===== src/rtl/sdram_mon_pkg.sv =====
// Package: shared command type and helpers for the precharge monitor.
// Assumes the command strobes are active low and sampled at the rising edge.
package sdram_mon_pkg;

    typedef enum logic [2:0] {
        CMD_NOP = 3'd0,
        CMD_ACT = 3'd1,
        CMD_RD  = 3'd2,
        CMD_WR  = 3'd3,
        CMD_PRE = 3'd4
    } cmd_e;

    // Map strobe levels to a command; unknown codes become no-operation.
    function automatic cmd_e decode_cmd(input logic cs_n, input logic ras_n,
                                        input logic cas_n, input logic we_n);
        cmd_e c;
        c = CMD_NOP;
        if (!cs_n) begin
            case ({ras_n, cas_n, we_n})
                3'b011:  c = CMD_ACT;
                3'b101:  c = CMD_RD;
                3'b100:  c = CMD_WR;
                3'b010:  c = CMD_PRE;
                default: c = CMD_NOP;
            endcase
        end
        return c;
    endfunction

    function automatic int max2(input int a, input int b);
        return (a > b) ? a : b;
    endfunction

endpackage


===== src/rtl/sdram_cmd_decode.sv =====
// Module: sdram_cmd_decode
// Turns the four command strobes into one command code. Purely
// combinational; assumes the strobes are stable around the clock edge.
module sdram_cmd_decode
    import sdram_mon_pkg::*;
(
    input  logic cs_n,
    input  logic ras_n,
    input  logic cas_n,
    input  logic we_n,
    output cmd_e cmd
);

    // Decode the strobes into the command code.
    always_comb begin
        cmd = decode_cmd(cs_n, ras_n, cas_n, we_n);
    end

endmodule


===== src/rtl/sdram_bank_track.sv =====
// Module: sdram_bank_track
// State of one bank: open flag, precharge countdown and activate countdown.
// A countdown loaded with N-1 at a command reaches zero exactly N cycles
// later; a command is legal when the matching countdown reads zero.
// Assumes BL >= 1, TDPL >= 1, TRP >= 1 and TDAL >= 2.
module sdram_bank_track
    import sdram_mon_pkg::*;
#(
    parameter int BL   = 4,
    parameter int CL   = 3,
    parameter int TDPL = 2,
    parameter int TRP  = 3,
    parameter int TDAL = 5
) (
    input  logic clk,
    input  logic rst_n,
    input  cmd_e cmd,
    input  logic sel,
    input  logic a10,
    input  logic ap_intr,
    output logic open_o,
    output logic pre_viol,
    output logic act_viol
);

    // Read: last data at CL+BL-1, precharge allowed CL-1 before that.
    localparam int RD_PRE   = (CL + BL - 1) - (CL - 1);
    localparam int WR_PRE   = BL - 1 + TDPL;
    localparam int WRAP_ACT = BL - 1 + TDAL;
    localparam int RDAP_ACT = BL + TRP;
    localparam int PRE_MAX  = max2(RD_PRE, WR_PRE);
    localparam int ACT_MAX  = max2(max2(TRP, WRAP_ACT), max2(RDAP_ACT, TDAL));
    localparam int PW       = $clog2(PRE_MAX + 1);
    localparam int AW       = $clog2(ACT_MAX + 1);

    logic          is_open;
    logic [PW-1:0] pre_cnt;
    logic [AW-1:0] act_cnt;
    logic [PW-1:0] pre_dec;
    logic [PW-1:0] pre_new;
    logic [AW-1:0] act_dec;
    logic          act_here;
    logic          col_here;
    logic          pre_hit;

    // Per-bank view of the bus command.
    always_comb begin
        act_here = (cmd == CMD_ACT) && sel;
        col_here = ((cmd == CMD_RD) || (cmd == CMD_WR)) && sel && is_open;
        pre_hit  = (cmd == CMD_PRE) && (a10 || sel) && is_open;
        pre_dec  = (pre_cnt == '0) ? '0 : pre_cnt - 1'b1;
        act_dec  = (act_cnt == '0) ? '0 : act_cnt - 1'b1;
        pre_new  = pre_dec;
        if (col_here && (cmd == CMD_RD) && (PW'(RD_PRE - 1) > pre_dec))
            pre_new = PW'(RD_PRE - 1);
        if (col_here && (cmd == CMD_WR) && !a10 && (PW'(WR_PRE - 1) > pre_dec))
            pre_new = PW'(WR_PRE - 1);
    end

    // Open flag: activate opens, precharge or auto-precharge closes.
    always_ff @(posedge clk) begin
        if (!rst_n)
            is_open <= 1'b0;
        else if (act_here)
            is_open <= 1'b1;
        else if (pre_hit || (col_here && a10))
            is_open <= 1'b0;
    end

    // Precharge countdown: longest pending burst limit wins.
    always_ff @(posedge clk) begin
        if (!rst_n)
            pre_cnt <= '0;
        else
            pre_cnt <= pre_new;
    end

    // Activate countdown: loaded when the bank closes or its burst is cut.
    always_ff @(posedge clk) begin
        if (!rst_n)
            act_cnt <= '0;
        else if (col_here && a10 && (cmd == CMD_RD))
            act_cnt <= AW'(RDAP_ACT - 1);
        else if (col_here && a10 && (cmd == CMD_WR))
            act_cnt <= AW'(WRAP_ACT - 1);
        else if (ap_intr)
            act_cnt <= AW'(TDAL - 2);
        else if (pre_hit)
            act_cnt <= AW'(TRP - 1);
        else
            act_cnt <= act_dec;
    end

    // Rule checks for this bank.
    always_comb begin
        open_o   = is_open;
        pre_viol = pre_hit && (pre_cnt != '0);
        act_viol = act_here && (act_cnt != '0);
    end

    p_act_opens_r2: assert property (@(posedge clk) disable iff (!rst_n)
        act_here |=> open_o);

    p_pre_closes_r3: assert property (@(posedge clk) disable iff (!rst_n)
        pre_hit |=> !open_o);

    p_trp_wait_r6: assert property (@(posedge clk) disable iff (!rst_n)
        (pre_hit && (TRP > 1) && !ap_intr) |=> (act_cnt != '0));

    p_rd_guard_r4: assert property (@(posedge clk) disable iff (!rst_n)
        (col_here && (cmd == CMD_RD) && (RD_PRE > 1)) |=> (pre_cnt != '0));

endmodule


===== src/rtl/sdram_ap_tracker.sv =====
// Module: sdram_ap_tracker
// Follows the data burst of the latest write with auto-precharge. A read
// or write landing inside that burst cuts it short and tells the written
// bank to restart its activate limit from the cut. Assumes BL >= 1.
module sdram_ap_tracker
    import sdram_mon_pkg::*;
#(
    parameter int BL   = 4,
    parameter int BA_W = 2
) (
    input  logic                 clk,
    input  logic                 rst_n,
    input  cmd_e                 cmd,
    input  logic                 a10,
    input  logic [BA_W-1:0]      ba,
    input  logic [(1<<BA_W)-1:0] open_vec,
    output logic [(1<<BA_W)-1:0] intr_vec
);

    localparam int NB = 1 << BA_W;
    localparam int LW = $clog2(BL + 1);

    logic [LW-1:0]   left;
    logic [BA_W-1:0] wr_bank;
    logic            col;
    logic            start;

    // Burst cut detection and new burst start.
    always_comb begin
        col      = (cmd == CMD_RD) || (cmd == CMD_WR);
        start    = (cmd == CMD_WR) && a10 && open_vec[ba];
        intr_vec = '0;
        if (col && (left != '0))
            intr_vec[wr_bank] = 1'b1;
    end

    // Remaining burst cycles of the tracked auto-precharge write.
    always_ff @(posedge clk) begin
        if (!rst_n) begin
            left    <= '0;
            wr_bank <= '0;
        end else if (start) begin
            left    <= LW'(BL - 1);
            wr_bank <= ba;
        end else if (col) begin
            left    <= '0;
        end else if (left != '0) begin
            left    <= left - 1'b1;
        end
    end

    p_start_load_r8: assert property (@(posedge clk) disable iff (!rst_n)
        start |=> (left == LW'(BL - 1)) && (wr_bank == $past(ba)));

    p_cut_clears_r9: assert property (@(posedge clk) disable iff (!rst_n)
        (col && !start) |=> (left == '0));

    p_one_cut_r9: assert property (@(posedge clk) disable iff (!rst_n)
        $onehot0(intr_vec));

    initial begin
        assert (NB >= 2) else $error("bank count too small");
    end

endmodule


===== src/rtl/sdram_pre_mon.sv =====
// Module: sdram_pre_mon (top)
// Precharge timing monitor for a four-bank SDRAM command bus. Decodes the
// strobes, keeps one tracker per bank plus the auto-precharge burst
// tracker, and registers three violation pulses with bank indices.
// Assumes all timing parameters are in clock cycles and TDAL >= 2.
module sdram_pre_mon
    import sdram_mon_pkg::*;
#(
    parameter int BL   = 4,
    parameter int CL   = 3,
    parameter int TDPL = 2,
    parameter int TRP  = 3,
    parameter int TDAL = 5
) (
    input  logic       clk,
    input  logic       rst_n,
    input  logic       cs_n,
    input  logic       ras_n,
    input  logic       cas_n,
    input  logic       we_n,
    input  logic       a10,
    input  logic [1:0] ba,
    output logic [3:0] bank_open,
    output logic       viol_pre,
    output logic [1:0] viol_pre_bank,
    output logic       viol_act,
    output logic [1:0] viol_act_bank,
    output logic       viol_acc,
    output logic [1:0] viol_acc_bank
);

    localparam int BA_W = 2;
    localparam int NB   = 1 << BA_W;

    cmd_e            cmd;
    logic [NB-1:0]   open_vec;
    logic [NB-1:0]   pre_v;
    logic [NB-1:0]   act_v;
    logic [NB-1:0]   intr_vec;
    logic [BA_W-1:0] pre_idx;
    logic            acc_now;

    sdram_cmd_decode u_dec (
        .cs_n (cs_n),
        .ras_n(ras_n),
        .cas_n(cas_n),
        .we_n (we_n),
        .cmd  (cmd)
    );

    sdram_ap_tracker #(.BL(BL), .BA_W(BA_W)) u_ap (
        .clk     (clk),
        .rst_n   (rst_n),
        .cmd     (cmd),
        .a10     (a10),
        .ba      (ba),
        .open_vec(open_vec),
        .intr_vec(intr_vec)
    );

    for (genvar b = 0; b < NB; b++) begin : g_bank
        sdram_bank_track #(
            .BL(BL), .CL(CL), .TDPL(TDPL), .TRP(TRP), .TDAL(TDAL)
        ) u_bank (
            .clk     (clk),
            .rst_n   (rst_n),
            .cmd     (cmd),
            .sel     (ba == BA_W'(b)),
            .a10     (a10),
            .ap_intr (intr_vec[b]),
            .open_o  (open_vec[b]),
            .pre_viol(pre_v[b]),
            .act_viol(act_v[b])
        );
    end

    // Lowest offending bank of a precharge, closed-bank access detect.
    always_comb begin
        pre_idx = '0;
        for (int b = NB - 1; b >= 0; b--)
            if (pre_v[b]) pre_idx = BA_W'(b);
        acc_now = ((cmd == CMD_RD) || (cmd == CMD_WR)) && !open_vec[ba];
        bank_open = open_vec;
    end

    // Registered violation pulses and their bank indices.
    always_ff @(posedge clk) begin
        if (!rst_n) begin
            viol_pre      <= 1'b0;
            viol_pre_bank <= '0;
            viol_act      <= 1'b0;
            viol_act_bank <= '0;
            viol_acc      <= 1'b0;
            viol_acc_bank <= '0;
        end else begin
            viol_pre      <= |pre_v;
            viol_pre_bank <= (|pre_v) ? pre_idx : '0;
            viol_act      <= |act_v;
            viol_act_bank <= (|act_v) ? ba : '0;
            viol_acc      <= acc_now;
            viol_acc_bank <= acc_now ? ba : '0;
        end
    end

    p_closed_acc_r7: assert property (@(posedge clk) disable iff (!rst_n)
        (!cs_n && ras_n && !cas_n && !bank_open[ba]) |=>
            (viol_acc && (viol_acc_bank == $past(ba))));

    p_cs_idle_r11: assert property (@(posedge clk) disable iff (!rst_n)
        cs_n |=> ($stable(bank_open) && !viol_pre && !viol_act && !viol_acc));

    p_idx_zero_r13: assert property (@(posedge clk) disable iff (!rst_n)
        (!viol_pre |-> (viol_pre_bank == '0)) and
        (!viol_act |-> (viol_act_bank == '0)));

    p_all_pre_r12: assert property (@(posedge clk) disable iff (!rst_n)
        (!cs_n && !ras_n && cas_n && !we_n && a10) |=> (bank_open == '0));

endmodule


===== config.mk =====
export PLATFORM = sky130hd
export DESIGN_NAME = sdram_pre_mon
export DESIGN_NICKNAME = d
export VERILOG_FILES = /design/src/rtl/sdram_mon_pkg.sv /design/src/rtl/sdram_cmd_decode.sv /design/src/rtl/sdram_bank_track.sv /design/src/rtl/sdram_ap_tracker.sv /design/src/rtl/sdram_pre_mon.sv
export SDC_FILE = /design/constraint.sdc
export NUM_CORES = 1
export LEC_CHECK = 0
export BUFFER_PORTS_ARGS = -buffer_cell sky130_fd_sc_hd__buf_2
export CORE_MARGIN = 2
export CORE_UTILIZATION = 50
export DETAILED_ROUTE_END_ITERATION = 6
export GPL_TIMING_DRIVEN = 0
export PLACE_DENSITY = 0.69
export SYNTH_ARGS = -nofsm -noshare
export SYNTH_HDL_FRONTEND = slang
export SYNTH_SLANG_ARGS = --single-unit

===== constraint.sdc =====
create_clock -name clk -period 1.94 [get_ports clk]
set_clock_uncertainty 0.2 [all_clocks]
set_input_delay 0.194 -clock clk [delete_from_list [all_inputs] [get_ports clk]]
set_output_delay 0.194 -clock clk [all_outputs]
set_load 0.05 [all_outputs]

==> flow_summary_export.csv, run 1 <==
group,metric,value,unit
status,outcome,"finished clean",
yosys,synth.area.top_cells,"dfxtp_1 (38%), nand2_1 (4.8%), nor2_1 (4.5%)",
yosys,synth_nets,297,
min_path,min_to,"viol_pre_bank[0]",
power,power.total,1.94,mW
power,switchingPower,0.543,mW
place,hpwlAfterDp,4130,microns
yosys,synth-seq-cells,46,
power,p_leak,1.01,nW
drt,drt-pass1-iter-count,4,
yosys,synthArstFlopShare,0,%
critical_path,r2r_setup_slack,0.20,ns
timing,maxSlewHeadroom,54.2,%
timing,hold_viol,0,
critical_path,cp_data_arrival_time,1.74,ns
power,switching_share,28.0,%
grt,grt_pass1_vias,1970,
clock_tree,postCtsSetupBuffers,0,
yosys,avgSynthCellArea,8.41,sq um
drt,drc,0,
grt,antenna_found_initial,0,
clock_tree,numClockSinks,46,
clock_tree,cts_root_buf,"clkbuf_8",
yosys,synth-edff-count,0,
yosys,synthFlopType,"dfxtp_1",
timing,period_share,89.9,%
critical_path,max_stage_delay,0.51,ns
grt,grt.busiest_layer,"met2",
power,clkPwrFrac,31.4,%
floorplan,num_rows,25,
grt,grt.met1_usage,32.3,%
critical_path,path_cells,"mux4_2 -> nand4b_1 -> o21ai_0 -> and2_1",
yosys,synthTopCellsByCount,"dfxtp_1 (46), nand2_1 (31), nor2_1 (29), nand3_1 (15), a21oi_1 (14)",
grt,grt_use_total,22.7,%
yosys,netlist_area,0.00240,sq mm
yosys,syn_inst,286,
critical_path,slowest_stage,"mux4_2",
floorplan,die_h,73.4,microns
floorplan,die_area,0.00538,sq mm
grt,grt_pass1_wl,9370,microns
yosys,synth_top_area_share,38.3,%
timing,setup_tns,0,ns
cells_and_area,fillers,449,
cells_and_area,final_design_area_no_fill,0.00268,sq mm
clock_tree,clock_path_buffers,2,
critical_path,critPathLaunchType,"register",
yosys,ys_seq_area_share,38.3,%
floorplan,start_util,51.3,%
cells_and_area,ff_latch_area,921,sq um
yosys,ys_types,48,
timing,hold_ws,0.104,ns
power,pwr-share-comb,17.1,%
cells_and_area,nets,324,
critical_path,reg2reg_depth,4,
drt,drtIter0Drc,122,
floorplan,core,0.00469,sq mm
place,place_congestion,0.838,
place,place_area,0.00257,sq mm
place,io_buffer_count,20,
drt,via_per_inst,5.90,
place,place_ws,-0.311,ns
critical_path,r2r_end,"u_ap.left[0]",
timing,setup_violations,0,
critical_path,end_kind,"register",
drt,wl,5680,microns
floorplan,io_pins,22,
cells_and_area,antennaDiodeCount,0,
drt,ant_nets,0,
run,cap_violations,0,
grt,grt-ovfl-total,0,
cells_and_area,drive_gt1_share,15.6,%
timing,max_freq,574,MHz
yosys,ys.warnings.count,0,
power,pwr_density_cell,724,mW/mm^2
drt,wl_per_cell,15.4,microns
yosys,yosysTopAreaCell,"dfxtp_1",
grt,grt.met3_usage,3.02,%
clock_tree,insertion_delay,0.30,ns
timing,grt_setup_unrepaired,"false",
yosys,synth.most_common_cell,"dfxtp_1",
clock_tree,cts_made_buffers,5,
critical_path,path_max_fanout,8,
power,power.internal,1.40,mW
critical_path,worstSetupPathType,"register to register",
floorplan,die_x,73.4,microns
grt,grt_max_degree,15,
critical_path,r2r_start,"g_bank[0].u_bank.open_o",
clock_tree,cts_tree,"built",
timing,maxSlewViolCount,0,
critical_path,cp.buffers_inverters,0,
power,p_seq_share,51.5,%
power,ir_worst_vdd,0.408,mV
timing,max_slew.worst_pin.slew,0.687,ns
drt,vias,2172,
min_path,hold_path.startpoint,"rst_n",
critical_path,required,1.94,ns
critical_path,path_delay_family,"multiplexers",
clock_tree,path_clk_slew,0.08,ns
grt,grt_util_met2,34.7,%
min_path,worst_hold_path_type,"input port to register",
timing,fin_crit,1.74,ns
cells_and_area,syn2layout_area_growth,11.4,%
timing,fin_ws,0.196,ns
min_path,holdPathStages,3,
clock_tree,cts_max_level,2,
cells_and_area,multiInputGateArea,0.00138,sq mm
power by group through the flow:
| stage | Sequential (mW) | Clock (mW) | Combinational, mW |
|---|---|---|---|
| 2_1_floorplan | 1.02 | 0 | 0.260 |
| 3_3_place_gp | 1.02 | 0 | 0.329 |
| 3_5_place_dp | 1.02 | 0 | 0.337 |
| 4_1_cts | 1.00 | 0.629 | 0.341 |
| 5_1_grt | 1.00 | 0.659 | 0.378 |
| 6_report | 1.00 | 0.609 | 0.331 |
layout by cell type (no fill, tap or decap), types with 3 or more instances in the layout:
| cell type | instances |
|---|---|
| nor2_1 | 29 |
| o21ai_0 | 13 |
| o211ai_1 | 9 |
| clkbuf_8 | 6 |
| buf_4 | 4 |
| and2_1 | 3 |
| nand4b_1 | 4 |
| a21oi_1 | 14 |
| a31oi_1 | 6 |
| buf_2 | 21 |
| o21bai_1 | 4 |
| o31ai_1 | 3 |
| or3_1 | 4 |
| nor3_1 | 3 |
| nand4_1 | 3 |
| o21a_1 | 9 |
| nor3b_1 | 3 |
| mux2_2 | 6 |
| o31ai_4 | 3 |
| nand3b_1 | 4 |
| nand2b_1 | 3 |
| o311ai_0 | 5 |
| dfxtp_1 | 46 |
| a21boi_0 | 7 |
| clkbuf_1 | 11 |
| nor2b_1 | 11 |
| nand2_1 | 31 |
| and3_1 | 6 |
| nand3_1 | 15 |
through the flow:
stage	utilization, %	instances
after detailed placement	54.8	360
after floorplan	-	286
after global routing	57.1	368
after global placement	54.8	360
after CTS	57.1	369
final	57.1	368
layer usage:
layer  up-vias  part of all wire [%]
met3         7                   5.9
met1      1006                    46
met4         0                   1.6
li1       1094                     -
met5         -                     0
met2        65                    46
sequential cells by signal, summed over array words and instances (netlist names):
signal                 cells
viol_act_bank              2
viol_pre                   1
g_bank.u_bank.act_cnt     16
g_bank.u_bank.open_o       4
u_ap.left                  3
viol_pre_bank              2
g_bank.u_bank.pre_cnt     12
viol_acc                   1
viol_act                   1
viol_acc_bank              2
u_ap.wr_bank               2
logic make-up after synthesis:
logic type / Yosys count / synth area share [%]
XOR/XNOR: 1 / 0.364
AND/OR/NAND/NOR: 127 / 27.5
multiplexers: 8 / 4.16
AO/OA/AOI/OAI: 80 / 24.2
buffers and inverters: 22 / 4.42
flip-flops: 46 / 38.3
adder cells (fa/ha/maj): 2 / 1.04
final cells by class:
type / count / area share [%]
multi-input combinational: 218 / 51.6
sequential: 46 / 34.4
timing repair buffer: 21 / 4.11
buffer: 19 / 3.55
clock buffer: 6 / 3.08
tap: 54 / 2.52
clock inverter: 2 / 0.467
inverter: 2 / 0.280
worst min-delay path, cell delays in order:
cell and delay (ns):
buf_2 0.12, and3_1 0.13, a21boi_0 0.12
worst max path at each step:
stage | start | to | slack [ns] | depth (start not counted)
after floorplan | cs_n | g_bank[3].u_bank.pre_cnt[1] | 0.16 | 6
after global placement | ras_n | g_bank[1].u_bank.act_cnt[1] | -0.34 | 5
after detailed placement | ras_n | g_bank[1].u_bank.act_cnt[2] | -0.31 | 5
after CTS | ras_n | g_bank[1].u_bank.act_cnt[1] | 0.005 | 5
after global routing | ba[1] | g_bank[2].u_bank.pre_cnt[0] | 0.03 | 6
final | g_bank[0].u_bank.open_o | u_ap.left[0] | 0.20 | 4
timing repair:
item | in CTS | in global routing
resized for setup | 0 | 1
endpoints found under the hold margin | 1 | 0
endpoints found under the setup margin | 0 | 18
hold buffers | 1 | 0
Power figures use the tool's default switching activity.
==> inputs of run 2 (changes only) <==
--- a/config.mk
+++ b/config.mk
@@ -8,3 +8,3 @@
 export BUFFER_PORTS_ARGS = -buffer_cell sky130_fd_sc_hd__buf_2
-export CORE_MARGIN = 2
+export CORE_MARGIN = 5
 export CORE_UTILIZATION = 50
==> constraint.sdc (replaced) <==
create_clock -name clk -period 1.94 [get_ports clk]
set_clock_uncertainty 0.2 [all_clocks]
set_input_delay 0.097 -clock clk [delete_from_list [all_inputs] [get_ports clk]]
set_output_delay 0.097 -clock clk [all_outputs]
set_load 0.05 [all_outputs]
==> run 2 against run 1 <==
Compared with the run above:
- global-route usage shrank 3.3 points
- first-iteration DRC count grew 3.3%
- via count shrank 0.78%
- non-clock buffer count grew 1
- highest routed layer unchanged
==> flow_summary_export.csv, run 2 (synthesized netlist as in run 1, its figures left out) <==
group,metric,value,unit
status,outcome,"finished clean",
floorplan,die_h,79.4,microns
timing,fin_crit,1.87,ns
critical_path,path_cells,"buf_2 -> nor4b_1 -> o211ai_1 -> o211ai_1 -> o21a_1",
critical_path,end_kind,"register",
drt,vias,2155,
power,ir_worst_vdd,0.378,mV
timing,max_slew.worst_pin.slew,1.16,ns
critical_path,worstSetupEndpoint,"g_bank[1].u_bank.act_cnt[1]",
place,place_area,0.00257,sq mm
power,p_leak,1.01,nW
cells_and_area,nets,325,
critical_path,crit_start,"ras_n",
critical_path,worstSetupPathType,"input port to register",
place,place_congestion,0.861,
timing,setup_violations,0,
critical_path,worstSetupPathDepth,5,
drt,wl,5590,microns
clock_tree,insertion_delay,0.30,ns
cells_and_area,largest_register_ffs,16,
cells_and_area,mostFrequentLayoutCells,"dfxtp_1 (46), nand2_1 (31), nor2_1 (29), buf_2 (21), nand3_1 (15)",
drt,drtIter0Drc,126,
min_path,holdPathStages,3,
timing,max_freq,535,MHz
timing,maxSlewHeadroom,21.8,%
min_path,worst_hold_path_type,"input port to register",
floorplan,die_area,0.00630,sq mm
timing,grt_setup_unrepaired,"false",
critical_path,critPathLaunchType,"input port",
cells_and_area,final_common_cell,"dfxtp_1",
clock_tree,cts_made_buffers,5,
critical_path,cp_data_arrival_time,1.91,ns
timing,period_share,96.3,%
cells_and_area,final_design_area_no_fill,0.00267,sq mm
cells_and_area,syn2layout_area_growth,11.2,%
place,io_buffer_count,20,
grt,grt_use_total,19.4,%
grt,grt_pass1_wl,9450,microns
drt,ant_nets,0,
critical_path,path_delay_family,"simple AND/OR/NAND/NOR gates",
critical_path,slowest_stage,"nor4b_1",
clock_tree,clock_path_buffers,2,
clock_tree,numClockSinks,46,
critical_path,r2r_start,"u_ap.left[0]",
timing,maxSlewViolCount,0,
critical_path,r2r_setup_slack,0.17,ns
critical_path,required,1.99,ns
drt,via_per_inst,5.84,
critical_path,max_stage_delay,0.98,ns
drt,wl_per_cell,15.1,microns
floorplan,die_x,79.4,microns
timing,hold_viol,0,
critical_path,reg2reg_depth,7,
grt,antenna_found_initial,0,
clock_tree,path_clk_slew,0.08,ns
drt,drc,0,
floorplan,num_rows,25,
critical_path,crit_top_cell,"o211ai_1",
critical_path,r2r_end,"g_bank[1].u_bank.act_cnt[1]",
cells_and_area,max_flop_register,"g_bank.u_bank.act_cnt",
clock_tree,cts_max_level,2,
floorplan,core,0.00469,sq mm
power,power.total,1.93,mW
critical_path,cp.buffers_inverters,1,
place,hpwlAfterDp,4070,microns
clock_tree,cts_tree,"built",
cells_and_area,antennaDiodeCount,0,
grt,grt_pass1_vias,1955,
cells_and_area,drive_gt1_share,14.9,%
floorplan,io_pins,22,
grt,grt_max_degree,14,
critical_path,path_max_fanout,6,
power,pwr_density_cell,721,mW/mm^2
clock_tree,cts_root_buf,"clkbuf_8",
run,cap_violations,0,
grt,grt-ovfl-total,0,
drt,drt-pass1-iter-count,4,
floorplan,start_util,51.3,%
-- run 2: timing repair --
| item | CTS | global route |
|---|---|---|
| hold buffers | 1 | 0 |
| hold endpoints to repair | 1 | 0 |
| gates resized for setup | 0 | 0 |
| setup endpoints to repair | 0 | 0 |
| setup buffers | 0 | 0 |
-- run 2: final cells by class --
cell class | count | area, sq um
fill | 424 | 2020
multi-input combinational | 218 | 1380
sequential | 46 | 921
timing repair buffer | 21 | 110
buffer | 20 | 98.8
clock buffer | 7 | 86.3
tap | 54 | 67.6
inverter | 2 | 7.51
clock inverter | 1 | 5.00
-- run 2: stage by stage --
stage               hold slack [ns]  setup TNS, ns  utilization, %  instances  setup slack (ns)
global placement              0.213          -3.01            54.8        360            -0.242
global route                0.00998              0            57.0        369           0.00142
floorplan                    0.0255              0               -        286             0.257
CTS                        0.000853              0            57.0        369             0.112
finish                       0.0209              0            57.0        369            0.0724
detailed placement            0.213          -2.68            54.8        360            -0.218
-- run 2: worst min path at each step --
| stage | from | end | slack [ns] |
|---|---|---|---|
| 2_1_floorplan | rst_n | viol_acc | 0.03 |
| 3_3_place_gp | rst_n | viol_acc | 0.21 |
| 3_5_place_dp | rst_n | viol_acc | 0.21 |
| 4_1_cts | rst_n | viol_pre_bank[0] | 0.0009 |
| 5_1_grt | rst_n | viol_pre_bank[0] | 0.01 |
| 6_report | rst_n | viol_pre_bank[0] | 0.02 |
-- run 2: worst min-delay path, stage by stage --
cell      delay (ns)
buf_2           0.12
and3_1          0.14
a21boi_0        0.12
-- run 2: power breakdown --
part,leakage [nW],switching (mW),internal (mW)
logic,0.592,0.196,0.140
clock network,0.0482,0.306,0.288
registers,0.371,0.0212,0.978
total,1.01,0.524,1.41
-- run 2: metal layers --
layer,GRT usage (%),vias up,share of wire [%]
met1,26.7,994,48
met3,3.74,7,4.6
li1,-,1099,-
met4,7.73,0,1.3
met2,29.7,55,46
met5,0,-,0
==> inputs of run 3 (changes only) <==
SYNTH_HIERARCHICAL = 1   (was default)
==> run 3 against run 2 <==
Compared with the run above:
- non-clock buffer count fell by 6
- clock power barely moved
- global-route usage fell by 0.54 points
- hold slack improved by 0.0036 ns
- synthesized cell count fell by 0.70%
- register-to-register slack got worse by 0.11 ns
- sequential share of layout area fell by 3.2 points
- worst setup slack got worse by 0.011 ns
- synthesized area rose by 3.2%
- clock-buffer cell count fell by 2
- critical path type is now register to register
- largest power group unchanged
==> flow_summary_export.csv, run 3 <==
group,metric,value,unit
timing,max_freq,532,MHz
min_path,min_to,"viol_acc_bank[1]",
floorplan,num_rows,25,
cells_and_area,syn2layout_area_growth,18.8,%
power,pwr_density_cell,662,mW/mm^2
yosys,synth-seq-cells,46,
clock_tree,cts_made_buffers,5,
critical_path,cp_data_arrival_time,1.87,ns
yosys,synthFlopType,"dfxtp_1",
cells_and_area,fillers,415,
timing,period_share,96.8,%
yosys,synth_top_area_share,37.1,%
critical_path,critPathLaunchType,"register",
drt,ant_nets,0,
critical_path,end_kind,"register",
place,dp_cells,372,
clock_tree,cts_max_level,2,
grt,grt_max_degree,41,
drt,vias,2195,
power,switching_share,28.6,%
power,p_leak,1.26,nW
yosys,synthTopCellsByCount,"dfxtp_1 (46), nor2_1 (28), nand2_1 (27), nor3b_1 (21), a21oi_1 (13)",
timing,maxSlewViolCount,0,
cells_and_area,max_flop_register,"g_bank.u_bank/act_cnt",
power,pwr-share-comb,18.4,%
timing,maxSlewHeadroom,53.9,%
status,outcome,"finished clean",
cells_and_area,nets,338,
grt,grt-ovfl-total,0,
floorplan,die_area,0.00647,sq mm
cells_and_area,ff_latch_area,921,sq um
power,switchingPower,0.558,mW
yosys,avgSynthCellArea,8.74,sq um
yosys,synth-edff-count,0,
place,hpwlAfterDp,3700,microns
min_path,holdPathStages,3,
timing,hold_viol,0,
min_path,hold_path.startpoint,"ba[0]",
power,p_seq_share,51.2,%
yosys,netlist_area,0.00248,sq mm
yosys,ys_types,47,
yosys,ys_seq_area_share,37.1,%
yosys,synthArstFlopShare,0,%
clock_tree,insertion_delay,0.30,ns
floorplan,core,0.00479,sq mm
timing,fin_ws,0.0619,ns
place,place_ws,-0.440,ns
drt,drc,0,
floorplan,die_x,80.4,microns
timing,grt_setup_unrepaired,"true",
cells_and_area,finalNonFillerCells,395,
drt,wl,5650,microns
yosys,ys.warnings.count,6,
yosys,yosysTopAreaCell,"dfxtp_1",
yosys,syn_inst,284,
floorplan,start_util,51.8,%
yosys,synth.area.top_cells,"dfxtp_1 (37%), nor3b_1 (6.4%), nor2_1 (4.2%)",
timing,setup_tns,0,ns
grt,grt_use_total,18.8,%
timing,max_slew.worst_pin.slew,0.691,ns
yosys,synth_nets,295,
grt,antenna_found_initial,0,
grt,grt_pass1_vias,2021,
cells_and_area,drive_gt1_share,23.8,%
drt,drt-pass1-iter-count,4,
cells_and_area,final_common_cell,"dfxtp_1",
cells_and_area,mostFrequentLayoutCells,"dfxtp_1 (46), nor2_1 (28), nand2_1 (27), buf_2 (21), nor3b_1 (20)",
drt,via_per_inst,5.56,
cells_and_area,antennaDiodeCount,0,
critical_path,r2r_end,"viol_act_bank[1]",
clock_tree,numClockSinks,46,
place,place_congestion,0.750,
clock_tree,cts_root_buf,"clkbuf_8",
cells_and_area,multiInputGateArea,0.00161,sq mm
place,io_buffer_count,21,
critical_path,r2r_setup_slack,0.06,ns
cells_and_area,utilization,61.6,%
critical_path,reg2reg_depth,4,
run,cap_violations,0,
drt,drtIter0Drc,126,
power,ir_worst_vdd,0.420,mV
power,clkPwrFrac,30.4,%
floorplan,io_pins,22,
critical_path,worstSetupPathType,"register to register",
critical_path,required,1.94,ns
clock_tree,path_clk_slew,0.08,ns
power,power.internal,1.39,mW
clock_tree,cts_tree,"built",
timing,fin_crit,1.88,ns
cells_and_area,largest_register_ffs,16,
drt,wl_per_cell,14.3,microns
grt,grt_pass1_wl,9470,microns
yosys,synth.most_common_cell,"dfxtp_1",
clock_tree,clock_path_buffers,2,
min_path,worst_hold_path_type,"input port to register",
critical_path,path_max_fanout,5,
timing,setup_violations,0,
critical_path,r2r_start,"g_bank[2].u_bank/act_cnt[1]",
floorplan,die_h,80.4,microns
power,power.total,1.95,mW
run 3: changes by cell type in the layout (fill, tap and decap cells not counted), moves of 5 or more:
cell	before	now
or2_2	0	9
nor3b_1	3	20
clkbuf_1	12	0
a21boi_0	7	1
nand3_1	15	2
nand2b_1	3	8
buf_4	4	11
o311ai_0	5	0
mux2_2	6	0
nor3_1	3	12
run 3: kinds of logic after synthesis:
| logic type | share of synthesized area (%) |
|---|---|
| xor gates and xnor gates | 0.353 |
| DFF | 37.1 |
| and+or+nand+nor | 35.6 |
| AOI/OAI and AO/OA | 23.4 |
| muxes | 1.71 |
| adders and majority gates | 1.01 |
| buffers and inverters | 0.757 |
run 3: final cells by class:
cell class	instances	share of cell area (%)
flip-flops and latches	46	31.2
inverters	5	0.637
repair buffers	35	7.72
multi-input cells	234	54.5
clock buffers	5	2.33
clock inverters	3	0.722
well taps	67	2.84
run 3: worst max-delay path: stages (launching register included):
cell,delay (ns)
dfxtp_1,0.32
or2_2,0.33
o311a_1,0.31
o41a_1,0.44
and2_1,0.18
run 3: worst max-delay path by stage:
stage | startpoint | end | slack, ns | depth (start not counted)
after global routing | u_ap/left[0] | g_bank[2].u_bank/act_cnt[1] | -0.03 | 8
after global placement | we_n | viol_pre | -0.44 | 6
after detailed placement | we_n | viol_pre | -0.44 | 6
after CTS | g_bank[0].u_bank/act_cnt[1] | viol_act_bank[1] | 0.02 | 4
after floorplan | we_n | viol_pre | 0.002 | 5
final | g_bank[2].u_bank/act_cnt[1] | viol_act_bank[1] | 0.06 | 4
run 3: per-layer routing:
layer | share of wire, % | vias to the layer above | GRT usage, %
met2 | 48 | 37 | 30.7
met1 | 48 | 1001 | 24.4
met5 | 0 | - | 0
met3 | 3.5 | 5 | 3.25
li1 | - | 1152 | -
met4 | 1.1 | 0 | 7.77
run 3: through the flow:
| step | cell area, sq um | hold slack, ns |
|---|---|---|
| after floorplan | 2530 | 0.00562 |
| after global placement | 2720 | 0.235 |
| after detailed placement | 2720 | 0.253 |
| after CTS | 2890 | 0.0218 |
| after global routing | 2950 | 0.0325 |
| final | 2950 | 0.0244 |
run 3: power by group through the flow:
stage / clock network (mW) / logic, mW / registers (mW)
2_1_floorplan: 0 / 0.250 / 1.03
3_3_place_gp: 0 / 0.331 / 1.02
3_5_place_dp: 0 / 0.335 / 1.02
4_1_cts: 0.619 / 0.351 / 1.00
5_1_grt: 0.651 / 0.400 / 1.01
6_report: 0.593 / 0.358 / 0.999
run 3: timing repair:
| item | 4_1_cts | 5_1_grt |
|---|---|---|
| gates resized for setup | 0 | 2 |
| setup buffers | 7 | 5 |
| pin swaps | 3 | 2 |
| hold endpoints to repair | 6 | 0 |
| setup endpoints to repair | 17 | 11 |
| hold buffers | 2 | 0 |
| gates cloned | 1 | 0 |
